$ cat src/rtl/tw_pkg.sv
package tw_pkg;
  typedef enum logic [2:0] {
    S_IDLE, S_RX, S_RX_ACK, S_TX, S_TX_ACK, S_SKIP
  } tw_state_e;

  typedef enum logic [1:0] {
    K_ADDR, K_PTR, K_DATA, K_BCAST
  } rx_kind_e;

  localparam logic [6:0] ALERT_QUERY7 = 7'b0001100;
  localparam logic [7:0] BCAST_ADDR8  = 8'h00;
  localparam logic [7:0] BCAST_PIN    = 8'h04;
  localparam logic [7:0] BCAST_RESET  = 8'h06;
  localparam int         BITS_PER_BYTE = 8;
endpackage

$ cat src/rtl/tw_line_events.sv
module tw_line_events (
  input  logic clk,
  input  logic rst_n,
  input  logic scl_i,
  input  logic sda_i,
  output logic scl_rise,
  output logic scl_fall,
  output logic start_c,
  output logic stop_c
);
  logic scl_q, sda_q;

  always_ff @(posedge clk or negedge rst_n) begin
    if (!rst_n) begin
      scl_q <= 1'b1;
      sda_q <= 1'b1;
    end else begin
      scl_q <= scl_i;
      sda_q <= sda_i;
    end
  end

  always_comb begin
    scl_rise = scl_i & ~scl_q;
    scl_fall = ~scl_i & scl_q;
    start_c  = scl_i & scl_q & sda_q & ~sda_i;
    stop_c   = scl_i & scl_q & ~sda_q & sda_i;
  end
endmodule

$ cat src/rtl/tw_stuck_timer.sv
module tw_stuck_timer #(
  parameter int LIMIT = 5_400_000,
  parameter int LINES = 2
) (
  input  logic             clk,
  input  logic             rst_n,
  input  logic             armed,
  input  logic [LINES-1:0] line_i,
  output logic             expired
);
  localparam int CW = $clog2(LIMIT + 1);
  localparam logic [CW-1:0] LIM_M1 = CW'(LIMIT - 1);

  logic [LINES-1:0] hit;

  for (genvar g = 0; g < LINES; g++) begin : g_line
    logic [CW-1:0] cnt;
    always_ff @(posedge clk or negedge rst_n) begin
      if (!rst_n)                    cnt <= '0;
      else if (!armed || line_i[g])  cnt <= '0;
      else if (cnt != LIM_M1)        cnt <= cnt + 1'b1;
    end
    assign hit[g] = armed && !line_i[g] && (cnt == LIM_M1);
  end

  assign expired = |hit;
endmodule

$ cat src/rtl/tw_frame_ctrl.sv
module tw_frame_ctrl
  import tw_pkg::*;
#(
  parameter int          PTR_W    = 2,
  parameter logic [5:0]  DEV_BASE = 6'b100100
) (
  input  logic             clk,
  input  logic             rst_n,
  input  logic             scl_rise,
  input  logic             scl_fall,
  input  logic             start_c,
  input  logic             stop_c,
  input  logic             expire,
  input  logic             sda_i,
  input  logic             addr_pin,
  input  logic             alert_active,
  input  logic             alert_above,
  input  logic [7:0]       rd_data,
  output logic             sda_pull_low,
  output logic             busy,
  output logic             wr_valid,
  output logic [PTR_W-1:0] wr_ptr,
  output logic             wr_half,
  output logic [7:0]       wr_data,
  output logic             rd_valid,
  output logic [PTR_W-1:0] rd_ptr,
  output logic             rd_half,
  output logic             regs_reset,
  output logic             alert_clear
);
  localparam logic [3:0] FULL = 4'(BITS_PER_BYTE);

  tw_state_e       st;
  rx_kind_e        kind;
  logic [3:0]      bitcnt;
  logic [7:0]      shreg;
  logic [PTR_W-1:0] ptr;
  logic            half, pin_q, boot, tx_alert, go_tx, mack, oe;

  logic [6:0] own7;
  logic       addr_hit, bcast_hit, query_hit, rx_take, evt_ok;
  logic [7:0] tx_byte;

  always_comb begin
    own7      = {DEV_BASE, pin_q};
    addr_hit  = (shreg[7:1] == own7);
    bcast_hit = (shreg == BCAST_ADDR8);
    query_hit = (shreg == {ALERT_QUERY7, 1'b1}) && alert_active;
    rx_take   = (kind != K_ADDR) || addr_hit || bcast_hit || query_hit;
    tx_byte   = tx_alert ? {own7, alert_above} : rd_data;
    evt_ok    = !expire && !stop_c && !start_c;
    rd_valid  = evt_ok && scl_fall && !tx_alert &&
                (((st == S_RX_ACK) && go_tx) || ((st == S_TX_ACK) && mack));
  end

  assign rd_ptr       = ptr;
  assign rd_half      = half;
  assign sda_pull_low = oe;
  assign busy         = (st != S_IDLE);

  always_ff @(posedge clk or negedge rst_n) begin
    if (!rst_n) begin
      st          <= S_IDLE;
      kind        <= K_ADDR;
      bitcnt      <= '0;
      shreg       <= '0;
      ptr         <= '0;
      half        <= 1'b0;
      pin_q       <= 1'b0;
      boot        <= 1'b1;
      tx_alert    <= 1'b0;
      go_tx       <= 1'b0;
      mack        <= 1'b0;
      oe          <= 1'b0;
      wr_valid    <= 1'b0;
      wr_ptr      <= '0;
      wr_half     <= 1'b0;
      wr_data     <= '0;
      regs_reset  <= 1'b0;
      alert_clear <= 1'b0;
    end else begin
      wr_valid    <= 1'b0;
      regs_reset  <= 1'b0;
      alert_clear <= 1'b0;
      boot        <= 1'b0;
      if (boot) pin_q <= addr_pin;

      if (expire || stop_c) begin
        st <= S_IDLE;
        oe <= 1'b0;
      end else if (start_c) begin
        if (st == S_IDLE) pin_q <= addr_pin;
        st     <= S_RX;
        kind   <= K_ADDR;
        bitcnt <= '0;
        oe     <= 1'b0;
      end else begin
        case (st)
          S_RX: begin
            if (scl_rise && bitcnt != FULL) begin
              shreg  <= {shreg[6:0], sda_i};
              bitcnt <= bitcnt + 4'd1;
            end else if (scl_fall && bitcnt == FULL) begin
              go_tx <= 1'b0;
              if (rx_take) begin
                oe <= 1'b1;
                st <= S_RX_ACK;
              end else begin
                st <= S_SKIP;
              end
              case (kind)
                K_ADDR: begin
                  if (addr_hit) begin
                    if (shreg[0]) begin
                      go_tx    <= 1'b1;
                      tx_alert <= 1'b0;
                      half     <= 1'b0;
                    end else begin
                      kind <= K_PTR;
                    end
                  end else if (bcast_hit) begin
                    kind <= K_BCAST;
                  end else if (query_hit) begin
                    go_tx    <= 1'b1;
                    tx_alert <= 1'b1;
                  end
                end
                K_PTR: begin
                  ptr  <= shreg[PTR_W-1:0];
                  half <= 1'b0;
                  kind <= K_DATA;
                end
                K_DATA: begin
                  wr_valid <= 1'b1;
                  wr_data  <= shreg;
                  wr_ptr   <= ptr;
                  wr_half  <= half;
                  half     <= ~half;
                end
                default: begin
                  if (shreg == BCAST_PIN || shreg == BCAST_RESET) pin_q <= addr_pin;
                  if (shreg == BCAST_RESET) begin
                    regs_reset <= 1'b1;
                    ptr        <= '0;
                  end
                end
              endcase
            end
          end
          S_RX_ACK: begin
            if (scl_fall) begin
              if (go_tx) begin
                shreg  <= tx_byte;
                oe     <= ~tx_byte[7];
                bitcnt <= 4'd1;
                st     <= S_TX;
              end else begin
                oe     <= 1'b0;
                bitcnt <= '0;
                st     <= S_RX;
              end
            end
          end
          S_TX: begin
            if (scl_rise && tx_alert && !oe && !sda_i) begin
              st <= S_SKIP;
            end else if (scl_fall) begin
              if (bitcnt == FULL) begin
                oe <= 1'b0;
                st <= S_TX_ACK;
                if (!tx_alert) half <= ~half;
              end else begin
                shreg  <= {shreg[6:0], 1'b0};
                oe     <= ~shreg[6];
                bitcnt <= bitcnt + 4'd1;
              end
            end
          end
          S_TX_ACK: begin
            if (scl_rise) begin
              mack <= ~sda_i;
            end else if (scl_fall) begin
              if (tx_alert) begin
                alert_clear <= 1'b1;
                st          <= S_SKIP;
              end else if (mack) begin
                shreg  <= tx_byte;
                oe     <= ~tx_byte[7];
                bitcnt <= 4'd1;
                st     <= S_TX;
              end else begin
                st <= S_SKIP;
              end
            end
          end
          default: ;
        endcase
      end
    end
  end
endmodule

$ cat src/rtl/twowire_slave.sv
module twowire_slave #(
  parameter int         TIMEOUT_CYCLES = 5_400_000,
  parameter int         PTR_W          = 2,
  parameter logic [5:0] DEV_BASE       = 6'b100100
) (
  input  logic             clk,
  input  logic             rst_n,
  input  logic             scl_i,
  input  logic             sda_i,
  output logic             sda_pull_low,
  input  logic             addr_pin,
  input  logic             alert_active,
  input  logic             alert_above,
  output logic             alert_clear,
  output logic             wr_valid,
  output logic [PTR_W-1:0] wr_ptr,
  output logic             wr_half,
  output logic [7:0]       wr_data,
  output logic             rd_valid,
  output logic [PTR_W-1:0] rd_ptr,
  output logic             rd_half,
  input  logic [7:0]       rd_data,
  output logic             regs_reset
);
  logic ev_rise, ev_fall, ev_start, ev_stop, tmo_hit, xfer_open;

  tw_line_events u_evt (
    .clk(clk), .rst_n(rst_n), .scl_i(scl_i), .sda_i(sda_i),
    .scl_rise(ev_rise), .scl_fall(ev_fall), .start_c(ev_start), .stop_c(ev_stop)
  );

  tw_stuck_timer #(.LIMIT(TIMEOUT_CYCLES), .LINES(2)) u_tmo (
    .clk(clk), .rst_n(rst_n), .armed(xfer_open),
    .line_i({scl_i, sda_i}), .expired(tmo_hit)
  );

  tw_frame_ctrl #(.PTR_W(PTR_W), .DEV_BASE(DEV_BASE)) u_fsm (
    .clk(clk), .rst_n(rst_n),
    .scl_rise(ev_rise), .scl_fall(ev_fall), .start_c(ev_start), .stop_c(ev_stop),
    .expire(tmo_hit), .sda_i(sda_i), .addr_pin(addr_pin),
    .alert_active(alert_active), .alert_above(alert_above), .rd_data(rd_data),
    .sda_pull_low(sda_pull_low), .busy(xfer_open),
    .wr_valid(wr_valid), .wr_ptr(wr_ptr), .wr_half(wr_half), .wr_data(wr_data),
    .rd_valid(rd_valid), .rd_ptr(rd_ptr), .rd_half(rd_half),
    .regs_reset(regs_reset), .alert_clear(alert_clear)
  );
endmodule

$ cat config.mk
export PLATFORM = sky130hd
export DESIGN_NAME = twowire_slave
export DESIGN_NICKNAME = d
export VERILOG_FILES = /design/src/rtl/tw_pkg.sv /design/src/rtl/tw_line_events.sv /design/src/rtl/tw_stuck_timer.sv /design/src/rtl/tw_frame_ctrl.sv /design/src/rtl/twowire_slave.sv
export SDC_FILE = /design/constraint.sdc
export NUM_CORES = 1
export LEC_CHECK = 0
export CAP_MARGIN = 20
export CORE_MARGIN = 2
export CORE_UTILIZATION = 58
export DETAILED_ROUTE_END_ITERATION = 16
export DONT_BUFFER_PORTS = 1
export PLACE_DENSITY = 0.76
export SLEW_MARGIN = 20
export SYNTH_ARGS = -nofsm -noshare
export SYNTH_HDL_FRONTEND = slang
export SYNTH_SLANG_ARGS = --single-unit
$ cat constraint.sdc
create_clock -name clk -period 2.7 [get_ports clk]
set_input_delay 0.27 -clock clk [delete_from_list [all_inputs] [get_ports clk]]
set_output_delay 0.27 -clock clk [all_outputs]
set_load 0.02 [all_outputs]
# After elaboration in Yosys (flattened, before gate mapping)
# Cells that the tools add are included.
[word_totals]
reg_bits = 88
inputBits = 15
output_inout_bits = 19
wordCells = 279
[classes]
add_sub_neg = 3
eq_ne = 59
mux = 114
bitwise_logic = 18
reduce_logical = 63
[op_table]
columns = ["op", "n"]
rows = [
  ["23-bit 2-to-1 mux", 4],
  ["8-bit 2-to-1 mux", 11],
  ["1-bit 2-to-1 mux", 59],
  ["23-bit by 1-bit adder with 23-bit output (second input constant)", 2],
  ["23-bit == test (second input constant)", 2],
  ["23-bit != test (second input constant)", 2],
  ["4-bit 2-to-1 mux", 10],
  ["3-bit 2-to-1 mux", 13],
  ["8-bit case mux with 4 select lines", 1],
  ["2-bit by 1-bit != test with 1-bit output (second input constant)", 11],
  ["11-bit AND reduction", 2],
  ["4-bit by 1-bit != test with 1-bit output (second input constant)", 5],
  ["4-bit by 2-bit != test with 1-bit output (second input constant)", 5],
  ["2-bit 2-to-1 mux", 9],
  ["1-bit logical AND", 17],
  ["8-bit by 3-bit == test with 1-bit output (second input constant)", 2],
  ["4-bit case mux with 4 select lines", 1],
  ["2-bit nonzero test", 8],
  ["3-bit by 1-bit != test with 1-bit output (second input constant)", 5],
  ["3-bit by 2-bit != test with 1-bit output (second input constant)", 5],
  ["7-bit AND reduction", 2],
  ["13-bit AND reduction", 1],
  ["2-bit != test (second input constant)", 6],
  ["3-bit case mux with 4 select lines", 1],
  ["other kinds (36)", 73],
]

# Depth between registers and ports, before layout
# Gate-level depths: netlist of the first run.
[depth]
depth_word = 10
depth_mapped = 11
mapped_depth_nobuf = 8

# By module
# A second synthesis of the first run with hierarchy kept.
[unflattened]
hier_cells = 528
hier_area_um2 = 5076.1
[by_module_without_submodules]
columns = ["mod", "n_inst", "cells_each", "area_each_um2", "seq_area_each_um2"]
rows = [
  ["tw_frame_ctrl", 1, 265, 2496.1, 1002.2],
  ["tw_stuck_timer", 1, 257, 2494.9, 1151.1],
  ["tw_line_events", 1, 6, 85.1, 52.6],
]

# Worst setup path after synthesis of the first run
# No wires, ideal clock.
[synth_timing]
path_kind = "reg-to-output"
start = "register u_tmo.g_line[1].cnt[0]"
end = "output rd_valid"
t_arrival_ps = 2837
required_ps = 2430
path_slack_ps = -407
stages_incl_launch_ff = 11
n_path_buf = 4
path_cell_list = "dfrtp_1 -> ha_1 -> and4_1 -> buf_2 -> nand2_1 -> or4_1 -> buf_2 -> o221ai_2 -> buf_6 -> buf_2 -> a2111oi_0"
[synth_between]
elab_chain_len = 9
[synth_lines]
columns = ["item", "line_no", "text"]
rows = [
  ["start: declaration", "tw_stuck_timer.sv:17", "logic [CW-1:0] cnt;"],
  ["start signal: assignment", "tw_stuck_timer.sv:21", "else if (cnt != LIM_M1) cnt <= cnt + 1'b1;"],
  ["23-bit == test", "tw_stuck_timer.sv:23", "assign hit[g] = armed && !line_i[g] && (cnt == LIM_M1);"],
  ["1-bit logical AND", "tw_stuck_timer.sv:23", ""],
  ["2-bit OR reduction", "tw_stuck_timer.sv:26", "assign expired = |hit;"],
  ["1-bit logical NOT", "tw_frame_ctrl.sv:51", "evt_ok = !expire && !stop_c && !start_c;"],
  ["1-bit logical AND (2 in a row)", "tw_frame_ctrl.sv:51", ""],
  ["1-bit logical AND (3 in a row)", "tw_frame_ctrl.sv:52", "rd_valid = evt_ok && scl_fall && !tx_alert &&"],
  ["end: declaration", "twowire_slave.sv:19", "output logic rd_valid,"],
]
# No other way between the ends.

# Worst setup path in the final report of the first run
[layout_timing]
start = "register u_tmo.g_line[0].cnt[10]"
end = "output rd_valid"
[layout_between]
elab_chain_len = 9
[layout_lines]
columns = ["item", "line_no"]
rows = [
  ["start: declaration", "tw_stuck_timer.sv:17"],
  ["start signal: assignment", "tw_stuck_timer.sv:21"],
  ["23-bit == test", "tw_stuck_timer.sv:23"],
  ["1-bit logical AND", "tw_stuck_timer.sv:23"],
  ["2-bit OR reduction", "tw_stuck_timer.sv:26"],
  ["1-bit logical NOT", "tw_frame_ctrl.sv:51"],
  ["1-bit logical AND (2 in a row)", "tw_frame_ctrl.sv:51"],
  ["1-bit logical AND (3 in a row)", "tw_frame_ctrl.sv:52"],
]
# No other way between the ends.

==> metrics, run 1 <==
f_max=between 300 and 400 MHz; clock-pin slew on the worst setup and hold paths=~0.090 ns; 1st-pass router iterations=5; Site Rows=33; Hold Fails Final Rpt=0; Critical Path AT=about 2.3 ns; status=complete, no violations; buffers added on ports=0; placed insts=between 500 and 600; Antenna Cells=0; Synth Register Bits=~90; total chip power=between 4 and 5 mW; Setup CP Type=flop to output pin; Post-synth EDFFs=0; Total Wirelength=about 10 mm; Tcrit/Tclk final=95.90%; Pwr per Cell Area=slightly below 800 nW/um^2; Worst VDD drop=0.7140 mV; LEAKAGE=~2.3 nW; syn_nets=517; TNS Setup=0 ns; r2r startpoint=u_tmo.g_line[0].cnt[10]; Primary FF master, synth=dfrtp_1; Avg Cell Area, Syn=approximately 9.6 sq um; GRT Overall Usage=a little under a quarter; Post-Syn Area=between 4000 and 5000 sq um; DR WL met2=roughly 4.8 mm; Setup Skew=~0.012 ns; DR WL met3=around 620 um; per-cell routed wire length=about 16 um; TritonCTS clock tree=built; CTS H-tree lvls=3; dpl hpwl=roughly 6.9 mm; routed vias=roughly 3700; vias per cell=~6.0; die width=~95 um; relative slew slack=64.61%; hold_sp=addr_pin; Final Max Slew Viols=0; Initial DRC Count=~220; initial antenna violation count=0; DRC=0; Met1 Routed Length=4.500 mm; Mapped Cells=slightly below 500; CP startpoint=u_tmo.g_line[0].cnt[10]; worst skew pair latency=0.36 ns; Seq/Total Area, Yosys=46.41%; Worst-Margin Slew=between 0.5 and 0.6 ns; synthesis-to-finish area growth=10.90%; largest net degree at the start of global routing=about 90; Routed Antenna Nets=0; global route overflow=0; CP Data Required Time=~2.4 ns; YS warnings=0; worst-case clock buffer depth=2; layout cell share with drive strength beyond 1=about 14%; gpl congestion=between 0.9 and 1; Hold Path Class=primary input to flop; min cycle time layout=approximately 2.6 ns; Worst Setup End Kind=output pin; final setup violation count=0; first-pass GRT wire length=about 17 mm; clk root buf=clkbuf_8; R2R setup slack=around 0.15 ns; starting density of the core=58.74%; Die Span Y=approximately 95 um; CTS buffer count=9; Synth async-reset ratio=100.0%; RSZ-0062 raised after global routing=false; worst-path fanout max=6; maxcap violations=0; CTS sink count=88; I/O pin cnt=34; final std cells w/o fill=between 600 and 700; Top Metal Used=met4; crit start category=flop; Nets=around 530; vias in the first global route=approximately 3500; Fill cells=642; core footprint=a little over 8000 sq um; die area=8936 sq um; Netlist cell types=approximately 60
## report_power, final
group | switching (mW) | internal (mW)
logic | 0.793 | 0.590
registers | 0.258 | 1.49
clock network | 0.459 | 0.522
## registers in the layout (all words and copies together) (netlist names), 2 cells and up
register / count
u_tmo.g_line.cnt: 46
u_fsm.shreg: 8
u_fsm.wr_data: 8
u_fsm.bitcnt: 4
u_fsm.st: 3
u_fsm.kind: 2
u_fsm.rd_ptr: 2
u_fsm.wr_ptr: 2
## critical path, cell delays in order, from the launching register on
cell and delay (ns):
dfrtp_1 0.40, inv_2 0.06, or4_1 0.51, or4_4 0.51, o221ai_4 0.24, buf_6 0.17, a2111oi_4 0.07
## cells in the final DEF, fill, tap and decap left out, drive strengths merged, types with 8 or more instances in the layout
cell type and instances:
a21oi 25, and3 9, buf 25, clkbuf 11, dfrtp 85, ha 8
inv 18, mux2 18, mux2i 11, nand2 37, nand3 26, nand4 12
nor2 66, o21ai 21, or3 8, xnor2 9, xor2 27
## Yosys cell counts (11+ instances only)
| cell type | instances | area (sq um) |
|---|---|---|
| mux2i_1 | 11 | 110.1 |
| xor2_1 | 27 | 236.5 |
| nor2_1 | 65 | 244.0 |
| nand4_1 | 12 | 75.07 |
| nand2_1 | 37 | 138.9 |
| inv_1 | 17 | 63.81 |
| clkbuf_1 | 15 | 56.30 |
| o21ai_0 | 19 | 95.09 |
| dfrtp_1 | 85 | 2127 |
| a21oi_1 | 25 | 125.1 |
| nand3_1 | 26 | 130.1 |
## cell type report
type / count / area [sq um] / area share [%]
Clock buffer: 11 / 131.4 / 2.492
Clock inverter: 5 / 81.33 / 1.543
Inverter: 18 / 67.56 / 1.282
Multi-Input combinational cell: 365 / 2399 / 45.50
Sequential cell: 88 / 2206 / 41.85
Tap cell: 105 / 131.4 / 2.492
Timing Repair Buffer: 29 / 255.2 / 4.842
## metal layers
metal	vias up	GRT usage, %
met5	-	0
met4	0	7.609
met3	31	7.103
met2	132	37.68
met1	1809	32.28
li1	1774	-
## final timing paths
check,cells past startpoint,endpoint
setup / recovery,6,rd_valid
hold / removal,1,u_fsm.pin_q
setup reg to reg,8,u_fsm.wr_data[6]
hold reg to reg,2,u_tmo.g_line[0].cnt[22]
max in group asynchronous,2,u_evt.sda_q
min in group asynchronous,2,u_tmo.g_line[1].cnt[20]
## through the flow
step                hold slack (ns)  utilization (%)  instance area, sq um  setup slack [ns]
CTS                       0.0004170            64.27                  5201           0.01976
finish                      0.05253            65.14                  5271            0.1106
global route                0.04243            65.14                  5271          0.004179
floorplan                  -0.02559                -                  4760            0.1357
detailed placement         -0.02169            60.45                  4892           0.06066
global placement           -0.02291            60.45                  4892            0.1136
## cells by family after synthesis
kind of cell	Yosys count	synth area share, %
muxes	29	7.292
adders and majority gates	8	2.106
AOI/OAI and AO/OA	74	9.687
DFF	88	46.41
xor gates and xnor gates	36	6.633
buffers and inverters	41	3.922
other	1	0.07889
and+or+nand+nor	217	23.87
## timing repair
item                                    4_1_cts  5_1_grt
pin swaps                                     1        2
resized for setup                             4        2
endpoints found under the setup margin        1       20
buffers inserted                              1        7
hold buffers                                  4        1
endpoints found under the hold margin        90        1
No activity file was read; power rests on OpenSTA's default activity.
==> run 2: changes to the inputs <==
--- a/config.mk
+++ b/config.mk
@@ -5,12 +5,12 @@
 export SDC_FILE = /design/constraint.sdc
 export NUM_CORES = 1
 export LEC_CHECK = 0
+export BUFFER_PORTS_ARGS = -buffer_cell sky130_fd_sc_hd__buf_2
 export CAP_MARGIN = 20
 export CORE_MARGIN = 2
-export CORE_UTILIZATION = 58
+export CORE_UTILIZATION = 55
 export DETAILED_ROUTE_END_ITERATION = 16
-export DONT_BUFFER_PORTS = 1
-export PLACE_DENSITY = 0.76
+export PLACE_DENSITY = 0.77
 export SLEW_MARGIN = 20
 export SYNTH_ARGS = -nofsm -noshare
 export SYNTH_HDL_FRONTEND = slang
==> run 2 against run 1 <==
  * Power is 1.4% lower
  * Non-clock buffer count is 29 higher
  * Register-to-register slack worse by 0.02 ns
  * Flip-flop and latch count stayed put
  * Clock power is 9.2% lower
  * Worst hold slack better by 0.0049 ns
  * Die area is 5.2% higher
  * Critical endpoint unchanged
==> metrics, run 2 (synthesized netlist as in run 1, its figures left out) <==
vias in the first global route=roughly 3700; I/O pin cnt=34; Worst Setup End Kind=output pin; internal power=2.474 mW; vias per cell=roughly 5.9; per-cell routed wire length=15.73 um; dpl hpwl=7.147 mm; min cycle time layout=2.635 ns; Critical Path AT=2.36 ns; max reg flops=46; GR Layer Usage met1=a little under a third; buffers added on ports=33; Worst-Margin Slew=a little under 0.7 ns; LEAKAGE=~2.4 nW; gpl congestion=0.9734; global route overflow=0; synthesis-to-finish area growth=13.16%; r2r startpoint=u_tmo.g_line[1].cnt[1]; worst skew pair latency=0.37 ns; routed vias=3825; cell repeated most along the worst path=or4_4; largest net degree at the start of global routing=between 50 and 60; GR met3 Demand/Resource=~4.8%; layout cell share with drive strength beyond 1=19.82%; clk root buf=clkbuf_8; cell at the slowest stage of the critical path=or4_4; Reg2Reg Capture Point=u_fsm.tx_alert; Flop pwr share=42.5%; starting density of the core=a little under three fifths; Top Usage Layer GRT=met2; f_max=approximately 380 MHz; Worst VDD drop=~0.5 mV; Psw=roughly 1.6 mW; CP Data Required Time=2.43 ns; CP max stage delay=about 0.5 ns; combinational power share=35.5%; Die Span Y=a little under 100 um; commonest non-fill, non-tap cell in the layout=dfrtp_1; Tcrit/Tclk final=between 90% and 100%; crit start category=flop; RSZ-0062 raised after global routing=true; R2R setup slack=between 0.1 and 0.15 ns; Final Max Slew Viols=0; first-pass GRT wire length=17.62 mm; clock power share=about 22%; GRT Overall Usage=22.63%; CP Buf/Inv Count=3; Hold Path Cell Cnt=1; Nets=approximately 560; maxcap violations=0; status=complete, no violations; total chip power=4.060 mW; TNS Setup=0 ns; Hold Fails Final Rpt=0; Hold EP=u_evt.scl_q; hold_sp=scl_i; sw frac=between 30 and 40%; most frequent cells in the layout=84 x dfrtp_1, 65 x nor2_1, 37 x nand2_1, 32 x buf_2, 27 x xor2_1; CTS sink count=88; die area=~9400 sq um; Setup WS post-layout=roughly 0.065 ns; core footprint=between 8000 and 9000 sq um; 1st-pass router iterations=4; CP Depth=7; CTS buffer count=9; Setup WS pre-CTS=around 0.13 ns; Fill cells=approximately 640; worst-path fanout max=3; crit path cell chain=inv_2 > or4_4 > or4_4 > o221ai_4 > buf_6 > a2111oi_2 > buf_2; Hold Path Class=primary input to flop; DRC=0; Site Rows=33; relative slew slack=approximately 54%; clock-pin slew on the worst setup and hold paths=about 0.080 ns; final setup violation count=0; CP top delay family=simple AND/OR/NAND/NOR gates; TritonCTS clock tree=built; worst-case clock buffer depth=2; initial antenna violation count=0; die width=around 97 um; Setup CP Type=flop to output pin; Total Wirelength=10.22 mm; Biggest register=u_tmo.g_line.cnt; met2 Track Usage GR=a little over a third; Initial DRC Count=205; CTS H-tree lvls=3; Register-to-Register Path Depth=9; Antenna Cells=0; Routed Antenna Nets=0; top flop regs=u_tmo.g_line.cnt (46), u_fsm.shreg (8), u_fsm.wr_data (8); Setup Skew=about 0.016 ns; Pwr per Cell Area=~750 nW/um^2
run 2: cell types whose count changed in the layout (fill, tap and decap cells not counted), sizes merged:
cell         delta
buf            +32
dlygate4sd3     -3
inv             +3
clkinv          +1
bufinv          -2
clkinvlp        -1
clkbuf          -1
run 2: worst max path at each step:
stage | start | to | slack [ns]
floorplan | u_tmo.g_line[1].cnt[0] | rd_valid | 0.14
global placement | u_tmo.g_line[0].cnt[10] | u_fsm.shreg[1] | 0.18
detailed placement | u_tmo.g_line[0].cnt[10] | u_fsm.shreg[7] | 0.13
CTS | u_tmo.g_line[0].cnt[10] | rd_valid | 0.005
global route | u_tmo.g_line[0].cnt[10] | rd_valid | -0.04
finish | u_tmo.g_line[0].cnt[10] | rd_valid | 0.07
run 2: per-stage QoR:
step,cells,area (sq um),hold slack [ns],util (%)
6_report,650,5379,0.05747,64.81
5_1_grt,650,5379,0.03704,64.81
4_1_cts,649,5346,0.03727,64.42
3_5_place_dp,628,5095,0.3580,61.39
3_3_place_gp,628,5095,0.3625,61.39
2_1_floorplan,494,4760,-0.02559,-
run 2: routing by layer:
metal / wire length (um) / vias up / part of all wire (%)
li1: - / 1835 / -
met1: 4667 / 1883 / 46
met2: 4927 / 91 / 48
met3: 451 / 16 / 4.4
met4: 176 / 0 / 1.7
met5: 0 / - / 0
run 2: power groups by stage:
stage	Clock, mW	Combinational (mW)	Sequential, mW
finish	0.891	1.44	1.73
CTS	0.909	1.43	1.72
detailed placement	0	1.40	1.74
global placement	0	1.37	1.73
floorplan	0	1.08	1.67
global route	0.959	1.62	1.75
run 2: what timing repair did:
action | 4_1_cts | 5_1_grt
resized for setup | 4 | 6
endpoints found under the setup margin | 1 | 4
pin swaps | 2 | 1
hold buffers | 1 | 0
setup buffers | 4 | 1
endpoints found under the hold margin | 50 | 0
run 2: layout make-up:
class | instances | area, sq um | share of cell area [%]
sequential | 88 | 2207 | 41.03
tap | 105 | 131.4 | 2.442
inverter | 18 | 67.56 | 1.256
multi-input combinational | 365 | 2410 | 44.80
timing repair buffer | 58 | 374.1 | 6.955
clock inverter | 6 | 51.30 | 0.9537
clock buffer | 10 | 137.6 | 2.559
run 2: worst register-to-register path: cells and delay by family, from the launching register on:
kind / cells / cell delay, ns
fa+ha+maj: 1 / 0.19
simple gates: 4 / 1.13
buf+inv: 2 / 0.30
compound gates: 1 / 0.12
mux: 1 / 0.29
flops: 1 / 0.44
==> run 3: changes to the inputs <==
--- a/config.mk
+++ b/config.mk
@@ -7,11 +7,12 @@
 export LEC_CHECK = 0
 export BUFFER_PORTS_ARGS = -buffer_cell sky130_fd_sc_hd__buf_2
 export CAP_MARGIN = 20
+export CORE_ASPECT_RATIO = 0.6
 export CORE_MARGIN = 2
 export CORE_UTILIZATION = 55
 export DETAILED_ROUTE_END_ITERATION = 16
 export PLACE_DENSITY = 0.77
-export SLEW_MARGIN = 20
+export SKIP_CTS_REPAIR_TIMING = 1
 export SYNTH_ARGS = -nofsm -noshare
 export SYNTH_HDL_FRONTEND = slang
 export SYNTH_SLANG_ARGS = --single-unit
==> run 3 against run 2 <==
  * The run now ends with negative setup slack left
  * Non-clock buffer count increased by 1
  * Design area increased by 1.9%
  * Critical path type unchanged
  * Via count increased by 1.2%
==> metrics, run 3 (synthesized netlist as in run 1, its figures left out) <==
status=finished, violations left; violated checks=negative setup slack; initial antenna violation count=0; Register Area=~2200 sq um; Worst Setup End Kind=output pin; Fill cells=688; maxcap violations=0; Worst VDD drop=roughly 0.48 mV; Critical Path AT=2.44 ns; final std cells w/o fill=between 600 and 700; top flop regs=u_tmo.g_line.cnt (46), u_fsm.shreg (8), u_fsm.wr_data (8); LEAKAGE=2.476 nW; buffers added on ports=33; clock power share=between 20% and 30%; Pwr per Cell Area=a little over 800 nW/um^2; placed insts=635; 1st-pass router iterations=5; Layout Utilization=around 65%; worst-path fanout max=4; CTS H-tree lvls=3; Site Rows=26; CP startpoint=u_tmo.g_line[0].cnt[10]; Routed Antenna Nets=0; crit start category=flop; R2R setup slack=0.06 ns; TritonCTS clock tree=built; core footprint=~8500 sq um; vias in the first global route=3636; r2r startpoint=u_tmo.g_line[1].cnt[1]; die area=9426 sq um; clock-pin slew on the worst setup and hold paths=0.07 ns; per-cell routed wire length=around 16 um; die width=124.0 um; combinational power share=about a third; CP top delay family=simple AND/OR/NAND/NOR gates; CTS buffer count=9; Worst-Margin Slew=0.7463 ns; max reg flops=46; worst skew pair latency=between 0.3 and 0.4 ns; hold slack=0.07450 ns; Setup WS post-layout=-0.01448 ns; first-pass GRT wire length=approximately 18 mm; GRT Overall Usage=roughly a quarter; Setup Skew=~0.0068 ns; Multi-input gate area=roughly 2400 sq um; commonest non-fill, non-tap cell in the layout=dfrtp_1; final setup violation count=1; dpl hpwl=between 7 and 8 mm; hold_sp=scl_i; Initial DRC Count=394; cell at the slowest stage of the critical path=or4_4; CP Data Required Time=2.43 ns; Biggest register=u_tmo.g_line.cnt; RSZ-0062 raised after global routing=true; sw frac=between 30% and 40%; clk root buf=clkbuf_16; Antenna Cells=0; CTS sink count=approximately 90; Die Span Y=about 76 um; most frequent cells in the layout=85 x dfrtp_1, 65 x nor2_1, 37 x nand2_1, 33 x buf_2, 27 x xor2_1; starting density of the core=56.20%; Reg2Reg Capture Point=u_fsm.tx_alert; CP max stage delay=between 0.5 and 0.6 ns; global route overflow=0; crit path cell chain=inv_2 > or4_1 > or4_4 > o221ai_2 > buf_6 > a2111oi_2 > buf_2; Hold EP=u_evt.scl_q; Nets=around 560; f_max=approximately 370 MHz; Hold Path Cell Cnt=1; internal power=roughly 2.9 mW; vias per cell=between 5 and 6; synthesis-to-finish area growth=15.27%; DRC=0; Final Max Slew Viols=0; worst-case clock buffer depth=2; Register-to-Register Path Depth=9; Flop pwr share=between 30% and 40%; CP Depth=7; Hold Path Class=primary input to flop; min cycle time layout=2.714 ns; Psw=1.672 mW; I/O pin cnt=34; Setup CP Type=flop to output pin; routed vias=approximately 3900; CP Buf/Inv Count=3; Tcrit/Tclk final=100.5%; Hold Fails Final Rpt=0; largest net degree at the start of global routing=89; relative slew slack=48.96%; gpl congestion=slightly below 1; layout cell share with drive strength beyond 1=~19%; Total Wirelength=approximately 11 mm
==> run 3: cell count changes in the layout (fill, tap and decap cells not counted), moves of 2 or more <==
cell / change
clkbuf_16: +9
or4_1: +2
clkbuf_8: -10
or4_4: -2
clkinvlp_4: +3
==> run 3: final cells by class <==
cell class              instances  share of cell area, %
clock buffers                   9                  4.111
inverters                      18                  1.233
repair buffers                 59                  7.056
well taps                     112                  2.558
multi-input cells             365                  43.34
flip-flops and latches         88                  40.26
clock inverters                 7                  1.439
==> run 3: metrics by stage <==
step	TNS (ns)	total power, mW	instance area [sq um]	setup WS [ns]
floorplan	0	2.748	4760	0.1357
global placement	0	3.169	5091	0.1178
detailed placement	-0.01826	3.228	5091	-0.01826
CTS	-0.2904	4.502	5395	-0.2316
global route	-0.1132	4.818	5479	-0.1074
finish	-0.01448	4.542	5479	-0.01448
==> run 3: power groups by stage <==
stage | clock network (mW) | registers [mW] | logic [mW]
finish | 1.26 | 1.73 | 1.56
global route | 1.35 | 1.75 | 1.71
CTS | 1.29 | 1.72 | 1.49
detailed placement | 0 | 1.75 | 1.48
global placement | 0 | 1.73 | 1.44
floorplan | 0 | 1.67 | 1.08
==> run 3: how the worst max path moves through the flow <==
stage	endpoint	slack, ns
2_1_floorplan	rd_valid	0.14
3_3_place_gp	u_fsm.tx_alert	0.12
3_5_place_dp	u_fsm.rd_half	-0.02
4_1_cts	rd_valid	-0.23
5_1_grt	rd_valid	-0.11
6_report	rd_valid	-0.01
==> run 3: routing by layer <==
metal	GRT usage (%)	vias up	wire [um]
li1	-	1842	-
met1	39.02	1857	5309
met2	31.54	156	4337
met3	9.207	15	1037
met4	6.629	0	140
met5	0	-	0
